## src/rtl/irq_rt_pkg.sv

```systemverilog
package irq_rt_pkg;

    localparam int MAX_CPU = 4;
    localparam int CPU_W   = 2;
    localparam int IDX_W   = 10;
    localparam int ADDR_W  = 12;
    localparam int DATA_W  = 32;

    localparam logic [IDX_W-1:0] NO_PENDING = 10'd1023;

    // shared window
    localparam logic [ADDR_W-1:0] OFS_CTRLWORD = 12'h000;
    localparam logic [ADDR_W-1:0] OFS_EN_SET   = 12'h030;
    localparam logic [ADDR_W-1:0] OFS_EN_CLR   = 12'h034;
    localparam logic [ADDR_W-1:0] OFS_SRC_BASE = 12'h100;
    // per-core window
    localparam logic [ADDR_W-1:0] OFS_ACK      = 12'h044;
    localparam logic [ADDR_W-1:0] OFS_MSK_SET  = 12'h048;
    localparam logic [ADDR_W-1:0] OFS_MSK_CLR  = 12'h04C;

    typedef enum logic [2:0] {
        OP_NONE, OP_EN_SET, OP_EN_CLR, OP_MSK_SET, OP_MSK_CLR, OP_CTL_WR
    } wr_op_e;

    typedef enum logic [1:0] {
        RD_ZERO, RD_CTRLWORD, RD_ACK, RD_SRCCTL
    } rd_sel_e;

    typedef struct packed {
        logic [MAX_CPU-1:0] fiq;
        logic [MAX_CPU-1:0] irq;
    } src_ctl_t;

    typedef struct packed {
        wr_op_e             op;
        logic [IDX_W-1:0]   idx;
        logic [CPU_W-1:0]   cpu;
        src_ctl_t           ctl;
    } wr_cmd_t;

    function automatic logic [DATA_W-1:0] pack_ctl(src_ctl_t c);
        return {20'b0, c.fiq, 4'b0, c.irq};
    endfunction

    function automatic src_ctl_t unpack_ctl(logic [11:0] d);
        src_ctl_t c;
        c.irq = d[3:0];
        c.fiq = d[11:8];
        return c;
    endfunction

endpackage

```

## src/rtl/irq_rt_decode.sv

```systemverilog
module irq_rt_decode
    import irq_rt_pkg::*;
#(
    parameter int NUM_CPU = 4,
    parameter int NUM_SRC = 64
) (
    input  logic              bus_valid,
    input  logic              bus_write,
    input  logic              bus_percpu,
    input  logic [CPU_W-1:0]  bus_cpu,
    input  logic [ADDR_W-1:0] bus_addr,
    input  logic [DATA_W-1:0] bus_wdata,
    output wr_cmd_t           wr,
    output rd_sel_e           rsel,
    output logic [IDX_W-1:0]  ridx
);
    localparam logic [ADDR_W-1:0] CTL_END = ADDR_W'(256 + 4 * NUM_SRC);

    logic             idx_ok;
    logic             ctl_hit;
    logic             cpu_ok;
    logic [IDX_W-1:0] ctl_idx;
    logic [ADDR_W-1:0] ctl_off;

    always_comb begin
        idx_ok  = bus_wdata < DATA_W'(NUM_SRC);
        cpu_ok  = {1'b0, bus_cpu} < (CPU_W + 1)'(NUM_CPU);
        ctl_hit = !bus_percpu && (bus_addr >= OFS_SRC_BASE) &&
                  (bus_addr < CTL_END) && (bus_addr[1:0] == 2'b00);
        ctl_off = bus_addr - OFS_SRC_BASE;
        ctl_idx = IDX_W'(ctl_off[ADDR_W-1:2]);

        wr.op  = OP_NONE;
        wr.idx = bus_wdata[IDX_W-1:0];
        wr.cpu = bus_cpu;
        wr.ctl = unpack_ctl(bus_wdata[11:0]);
        rsel   = RD_ZERO;
        ridx   = ctl_idx;

        if (bus_valid && bus_write) begin
            if (!bus_percpu) begin
                if (bus_addr == OFS_EN_SET && idx_ok)      wr.op = OP_EN_SET;
                else if (bus_addr == OFS_EN_CLR && idx_ok) wr.op = OP_EN_CLR;
                else if (ctl_hit) begin
                    wr.op  = OP_CTL_WR;
                    wr.idx = ctl_idx;
                end
            end else if (cpu_ok && idx_ok) begin
                if (bus_addr == OFS_MSK_SET)      wr.op = OP_MSK_SET;
                else if (bus_addr == OFS_MSK_CLR) wr.op = OP_MSK_CLR;
            end
        end

        if (bus_valid && !bus_write) begin
            if (!bus_percpu) begin
                if (bus_addr == OFS_CTRLWORD) rsel = RD_CTRLWORD;
                else if (ctl_hit)             rsel = RD_SRCCTL;
            end else if (cpu_ok && bus_addr == OFS_ACK) begin
                rsel = RD_ACK;
            end
        end
    end
endmodule

```

## src/rtl/irq_rt_state.sv

```systemverilog
module irq_rt_state
    import irq_rt_pkg::*;
#(
    parameter int NUM_CPU = 4,
    parameter int NUM_SRC = 64
) (
    input  logic                              clk,
    input  logic                              rst,
    input  wr_cmd_t                           wr,
    output logic [NUM_SRC-1:0]                en_q,
    output logic [NUM_CPU-1:0][NUM_SRC-1:0]   msk_q,
    output src_ctl_t [NUM_SRC-1:0]            ctl_q
);
    localparam logic [MAX_CPU-1:0] CPU_LIVE = MAX_CPU'((1 << NUM_CPU) - 1);

    always_ff @(posedge clk) begin
        if (rst) begin
            en_q  <= '0;
            msk_q <= '1;
            for (int n = 0; n < NUM_SRC; n++) begin
                ctl_q[n].irq <= MAX_CPU'(1);
                ctl_q[n].fiq <= '0;
            end
        end else begin
            for (int n = 0; n < NUM_SRC; n++) begin
                if (wr.idx == IDX_W'(n)) begin
                    case (wr.op)
                        OP_EN_SET: en_q[n] <= 1'b1;
                        OP_EN_CLR: en_q[n] <= 1'b0;
                        OP_CTL_WR: begin
                            ctl_q[n].irq <= wr.ctl.irq & CPU_LIVE;
                            ctl_q[n].fiq <= wr.ctl.fiq & CPU_LIVE;
                        end
                        default: ;
                    endcase
                    for (int c = 0; c < NUM_CPU; c++) begin
                        if (wr.cpu == CPU_W'(c)) begin
                            if (wr.op == OP_MSK_SET) msk_q[c][n] <= 1'b1;
                            if (wr.op == OP_MSK_CLR) msk_q[c][n] <= 1'b0;
                        end
                    end
                end
            end
        end
    end
endmodule

```

## src/rtl/irq_rt_select.sv

```systemverilog
module irq_rt_select
    import irq_rt_pkg::*;
#(
    parameter int NUM_CPU  = 4,
    parameter int NUM_SRC  = 64,
    parameter int NUM_PRIV = 29
) (
    input  logic [NUM_SRC-1:NUM_PRIV]         glob_irq,
    input  logic [NUM_CPU*NUM_PRIV-1:0]       priv_irq,
    input  logic [NUM_SRC-1:0]                en_q,
    input  logic [NUM_CPU-1:0][NUM_SRC-1:0]   msk_q,
    input  src_ctl_t [NUM_SRC-1:0]            ctl_q,
    output logic [NUM_CPU-1:0][NUM_SRC-1:0]   elig,
    output logic [NUM_CPU-1:0][IDX_W-1:0]     pick,
    output logic [NUM_CPU-1:0]                any_pend
);
    for (genvar c = 0; c < NUM_CPU; c++) begin : g_cpu
        for (genvar s = 0; s < NUM_SRC; s++) begin : g_src
            if (s < NUM_PRIV) begin : g_priv
                assign elig[c][s] = priv_irq[c*NUM_PRIV + s] & en_q[s] & ~msk_q[c][s];
            end else begin : g_shared
                assign elig[c][s] = glob_irq[s] & en_q[s] & ctl_q[s].irq[c] & ~msk_q[c][s];
            end
        end

        always_comb begin
            pick[c] = NO_PENDING;
            for (int s = NUM_SRC - 1; s >= 0; s--) begin
                if (elig[c][s]) pick[c] = IDX_W'(s);
            end
        end

        assign any_pend[c] = |elig[c];
    end
endmodule

```

## src/rtl/irq_route_ctrl.sv

```systemverilog
module irq_route_ctrl
    import irq_rt_pkg::*;
#(
    parameter int NUM_CPU  = 4,
    parameter int NUM_SRC  = 64,
    parameter int NUM_PRIV = 29
) (
    input  logic                         clk,
    input  logic                         rst,
    input  logic                         bus_valid,
    input  logic                         bus_write,
    input  logic                         bus_percpu,
    input  logic [CPU_W-1:0]             bus_cpu,
    input  logic [ADDR_W-1:0]            bus_addr,
    input  logic [DATA_W-1:0]            bus_wdata,
    input  logic [NUM_SRC-1:NUM_PRIV]    glob_irq,
    input  logic [NUM_CPU*NUM_PRIV-1:0]  priv_irq,
    output logic                         rd_valid,
    output logic [DATA_W-1:0]            rd_data,
    output logic [NUM_CPU-1:0]           irq_out
);
    wr_cmd_t                            wr;
    rd_sel_e                            rsel;
    logic [IDX_W-1:0]                   ridx;
    logic [NUM_SRC-1:0]                 en_q;
    logic [NUM_CPU-1:0][NUM_SRC-1:0]    msk_q;
    src_ctl_t [NUM_SRC-1:0]             ctl_q;
    logic [NUM_CPU-1:0][NUM_SRC-1:0]    elig;
    logic [NUM_CPU-1:0][IDX_W-1:0]      pick;
    logic [NUM_CPU-1:0]                 any_pend;
    logic [DATA_W-1:0]                  rd_mux;

    irq_rt_decode #(.NUM_CPU(NUM_CPU), .NUM_SRC(NUM_SRC)) u_dec (
        .bus_valid (bus_valid),
        .bus_write (bus_write),
        .bus_percpu(bus_percpu),
        .bus_cpu   (bus_cpu),
        .bus_addr  (bus_addr),
        .bus_wdata (bus_wdata),
        .wr        (wr),
        .rsel      (rsel),
        .ridx      (ridx)
    );

    irq_rt_state #(.NUM_CPU(NUM_CPU), .NUM_SRC(NUM_SRC)) u_state (
        .clk  (clk),
        .rst  (rst),
        .wr   (wr),
        .en_q (en_q),
        .msk_q(msk_q),
        .ctl_q(ctl_q)
    );

    irq_rt_select #(.NUM_CPU(NUM_CPU), .NUM_SRC(NUM_SRC), .NUM_PRIV(NUM_PRIV)) u_sel (
        .glob_irq(glob_irq),
        .priv_irq(priv_irq),
        .en_q    (en_q),
        .msk_q   (msk_q),
        .ctl_q   (ctl_q),
        .elig    (elig),
        .pick    (pick),
        .any_pend(any_pend)
    );

    always_comb begin
        rd_mux = '0;
        case (rsel)
            RD_CTRLWORD: rd_mux = {20'b0, IDX_W'(NUM_SRC), 2'b00};
            RD_ACK: begin
                for (int c = 0; c < NUM_CPU; c++)
                    if (bus_cpu == CPU_W'(c)) rd_mux = {22'b0, pick[c]};
            end
            RD_SRCCTL: begin
                for (int n = 0; n < NUM_SRC; n++)
                    if (ridx == IDX_W'(n)) rd_mux = pack_ctl(ctl_q[n]);
            end
            default: rd_mux = '0;
        endcase
    end

    always_ff @(posedge clk) begin
        if (rst) begin
            rd_valid <= 1'b0;
            rd_data  <= '0;
            irq_out  <= '0;
        end else begin
            rd_valid <= bus_valid && !bus_write;
            rd_data  <= rd_mux;
            irq_out  <= any_pend;
        end
    end
endmodule

```

## config.mk

```make
export PLATFORM = sky130hd
export DESIGN_NAME = irq_route_ctrl
export DESIGN_NICKNAME = d
export VERILOG_FILES = /design/src/rtl/irq_rt_pkg.sv /design/src/rtl/irq_rt_decode.sv /design/src/rtl/irq_rt_state.sv /design/src/rtl/irq_rt_select.sv /design/src/rtl/irq_route_ctrl.sv
export SDC_FILE = /design/constraint.sdc
export NUM_CORES = 2
export LEC_CHECK = 0
export CAP_MARGIN = 15
export CORE_ASPECT_RATIO = 0.75
export CORE_UTILIZATION = 45
export DETAILED_ROUTE_END_ITERATION = 8
export PLACE_DENSITY_LB_ADDON = 0.1
export SYNTH_ARGS = -nofsm -noshare
export SYNTH_HDL_FRONTEND = slang
export SYNTH_SLANG_ARGS = --single-unit
```

## constraint.sdc

```tcl
create_clock -name clk -period 9.55 [get_ports clk]
set_input_delay 0.955 -clock clk [delete_from_list [all_inputs] [get_ports clk]]
set_output_delay 0.955 -clock clk [all_outputs]
set_load 0.005 [all_outputs]
```

==> out/metrics.csv <==
metric,value,unit
synth_top_area_cell,dfxtp_1,
drt-initial-drc-count,7893,
die_area,0.0964,sq mm
cts_sinks,848,
synth-compound-area-share,0.234,
cts_setup_buffers,0,
cts_resized,0,
syn_avg_cell_area,8.41,sq um
synthSimpleGateAreaFrac,0.214,
grt_max_degree,97,
synth_most_common_cell,dfxtp_1,
slew_headroom,0.106,
drt-pass1-iter-count,6,
wirelength,207000,microns
startpoint_type,input port,
grt_setup_unrepaired,no,
place_inst,6213,
antenna_found_initial,9,
fp.dieH,269,microns
fmax,0.190,GHz
drv_cap,0,
die_w,358,microns
area_growth,14.1,%
synthAdderAreaFrac,0.00117,
fin_nets,5274,
coreArea,0.0938,sq mm
synth_warnings,0,
routed_via_density,6.84,
final-setup-viol-count,0,
p_leak,17.7,nW
cts_root_buf,clkbuf_16,
synth_xor_area_frac,0,
clkTransAtPathRegs,60,ps
start_util,0.456,
cts_inserted_buffers,89,
clockBufferDepth,3,
vias,43700,
grt_pass1_wl,289000,microns
holdBufCountCts,0,
synth.area.mux_share,0.105,
endpoint_kind,register,
synthTopCellsByCount,"dfxtp_1, nor2_1, nand2_1",
synth_ff_type,dfxtp_1,
vdd_drop_max,0.000131,V
postLayoutCellArea,0.0489,sq mm
syn_inst,5095,
num_rows,97,
critPathMaxFanout,46,
syn_area,0.0428,sq mm
synth_cell_types,89,
synth_top_family_by_area,compound AO/OA/AOI/OAI gates,
synth_area_leaders,"dfxtp_1, mux2i_1, nor2_1",
dpl.hpwl,145000,microns
portBuffers,218,
clk_latency,720,ps
slew_violations,0,
final_cells,6391,
htree_levels,3,
layout-drive-gt1-share,0.0756,
gp_congestion,1.07,
seq_area_frac_synth,0.396,
drc,0,
antenna_left,0,
cp.required,10160,ps
grt_overflow,0,
grt_pass1_vias,38400,
synthArstFlopShare,0,
grt.total_usage,0.412,
min_period_over_period,0.552,
utilization,0.521,
cts_tree,yes,
setup_tns,0,ps
worstPathArrival,5880,ps
postPlaceCellArea,0.0456,sq mm
wl_per_cell,32.4,microns
power.density,163,mW/mm^2
r2r_setup_slack,5260,ps
status,"complete, no violations",
worstMarginPinSlew,1330,ps
top_level_ports,239,
fin_crit,5270,ps
synth_top_cell_area_share,0.396,
fin_worst_skew,40.1,ps
synth-seq-cells,848,
synth_edf_count,0,
hold_viol,0,
holdCritPathClass,reg2reg,
fill_cells,8938,
critPathKind,in2reg,
## routing by layer
layer	part of all wire	vias up	track usage	wire length (microns)
met2	0.38	3283	0.520	77800
met5	0.000068	-	0	14
li1	-	18900	-	-
met3	0.16	448	0.162	32400
met1	0.43	21100	0.618	89500
met4	0.036	2	0.136	7490
## critical path, cell delays in order
cell and delay [ps]:
clkdlybuf4s50_1 640, nor4_1 510, nand3_1 150, a2111o_1 560, nor3_4 210, buf_4 550
nand4_1 740, o41ai_2 190, buf_4 450, and2_1 500, a21oi_1 140, a211oi_1 250
## per-stage QoR
step | hold slack [ps] | total power, W | worst slack (ps)
after global routing | 465 | 0.00809 | 3950
after global placement | 436 | 0.00412 | 3760
after CTS | 451 | 0.00792 | 4420
final | 451 | 0.00795 | 4280
after detailed placement | 444 | 0.00412 | 3700
after floorplan | 427 | 0.00385 | 5710
## final timing paths
path / to / depth (start not counted) / from
max: u_state.en_q[27] / 12 / bus_addr[6]
min: u_state.ctl_q[138] / 2 / u_state.ctl_q[138]
max reg2reg: rd_data[1] / 11 / u_state.ctl_q[491]
min reg2reg: u_state.ctl_q[138] / 2 / u_state.ctl_q[138]
## power by group
part           switching, W  internal [W]  total [W]
Combinational      0.000387      0.000150   0.000536
Clock               0.00162       0.00226    0.00387
Sequential     0.0000000435       0.00354    0.00354
Total               0.00200       0.00594    0.00795
## registers in the layout, indices dropped and copies added, names as in the netlist
| register | count |
|---|---|
| rd_valid | 1 |
| rd_data | 11 |
| irq_out | 4 |
| u_state.en_q | 64 |
| u_state.msk_q | 256 |
| u_state.ctl_q | 512 |
## cell type report
class	instances	area [sq um]	share of cell area
clock buffer	128	2640	0.0539
clock inverter	38	564	0.0115
inverter	37	139	0.00284
tap	1237	1550	0.0317
timing repair buffer	328	2960	0.0605
multi-input combinational	3764	24000	0.492
sequential	848	17000	0.347
antenna	11	27.5	0.000563
## layout by cell type, fill, tap and decap left out, types with 102 or more instances in the layout
cell type and instances:
buf_4 111, dfxtp_1 848, a21oi_1 339, o21ai_0 178
clkdlybuf4s50_1 205, nand2_1 498, nor2_1 575, nand3_1 102
a31oi_1 299, mux2i_1 414, a211oi_1 288
## kinds of logic (layout without fill, tap and decap cells)
kind of cell / after synthesis / in the layout
flip-flops: 848 / 848
other: 1 / 31
buffers and inverters: 502 / 531
AND/OR/NAND/NOR: 1784 / 1784
multiplexers: 437 / 437
AO/OA/AOI/OAI: 1519 / 1519
adder cells (fa/ha/maj): 4 / 4
Power figures use the tool's default switching activity.
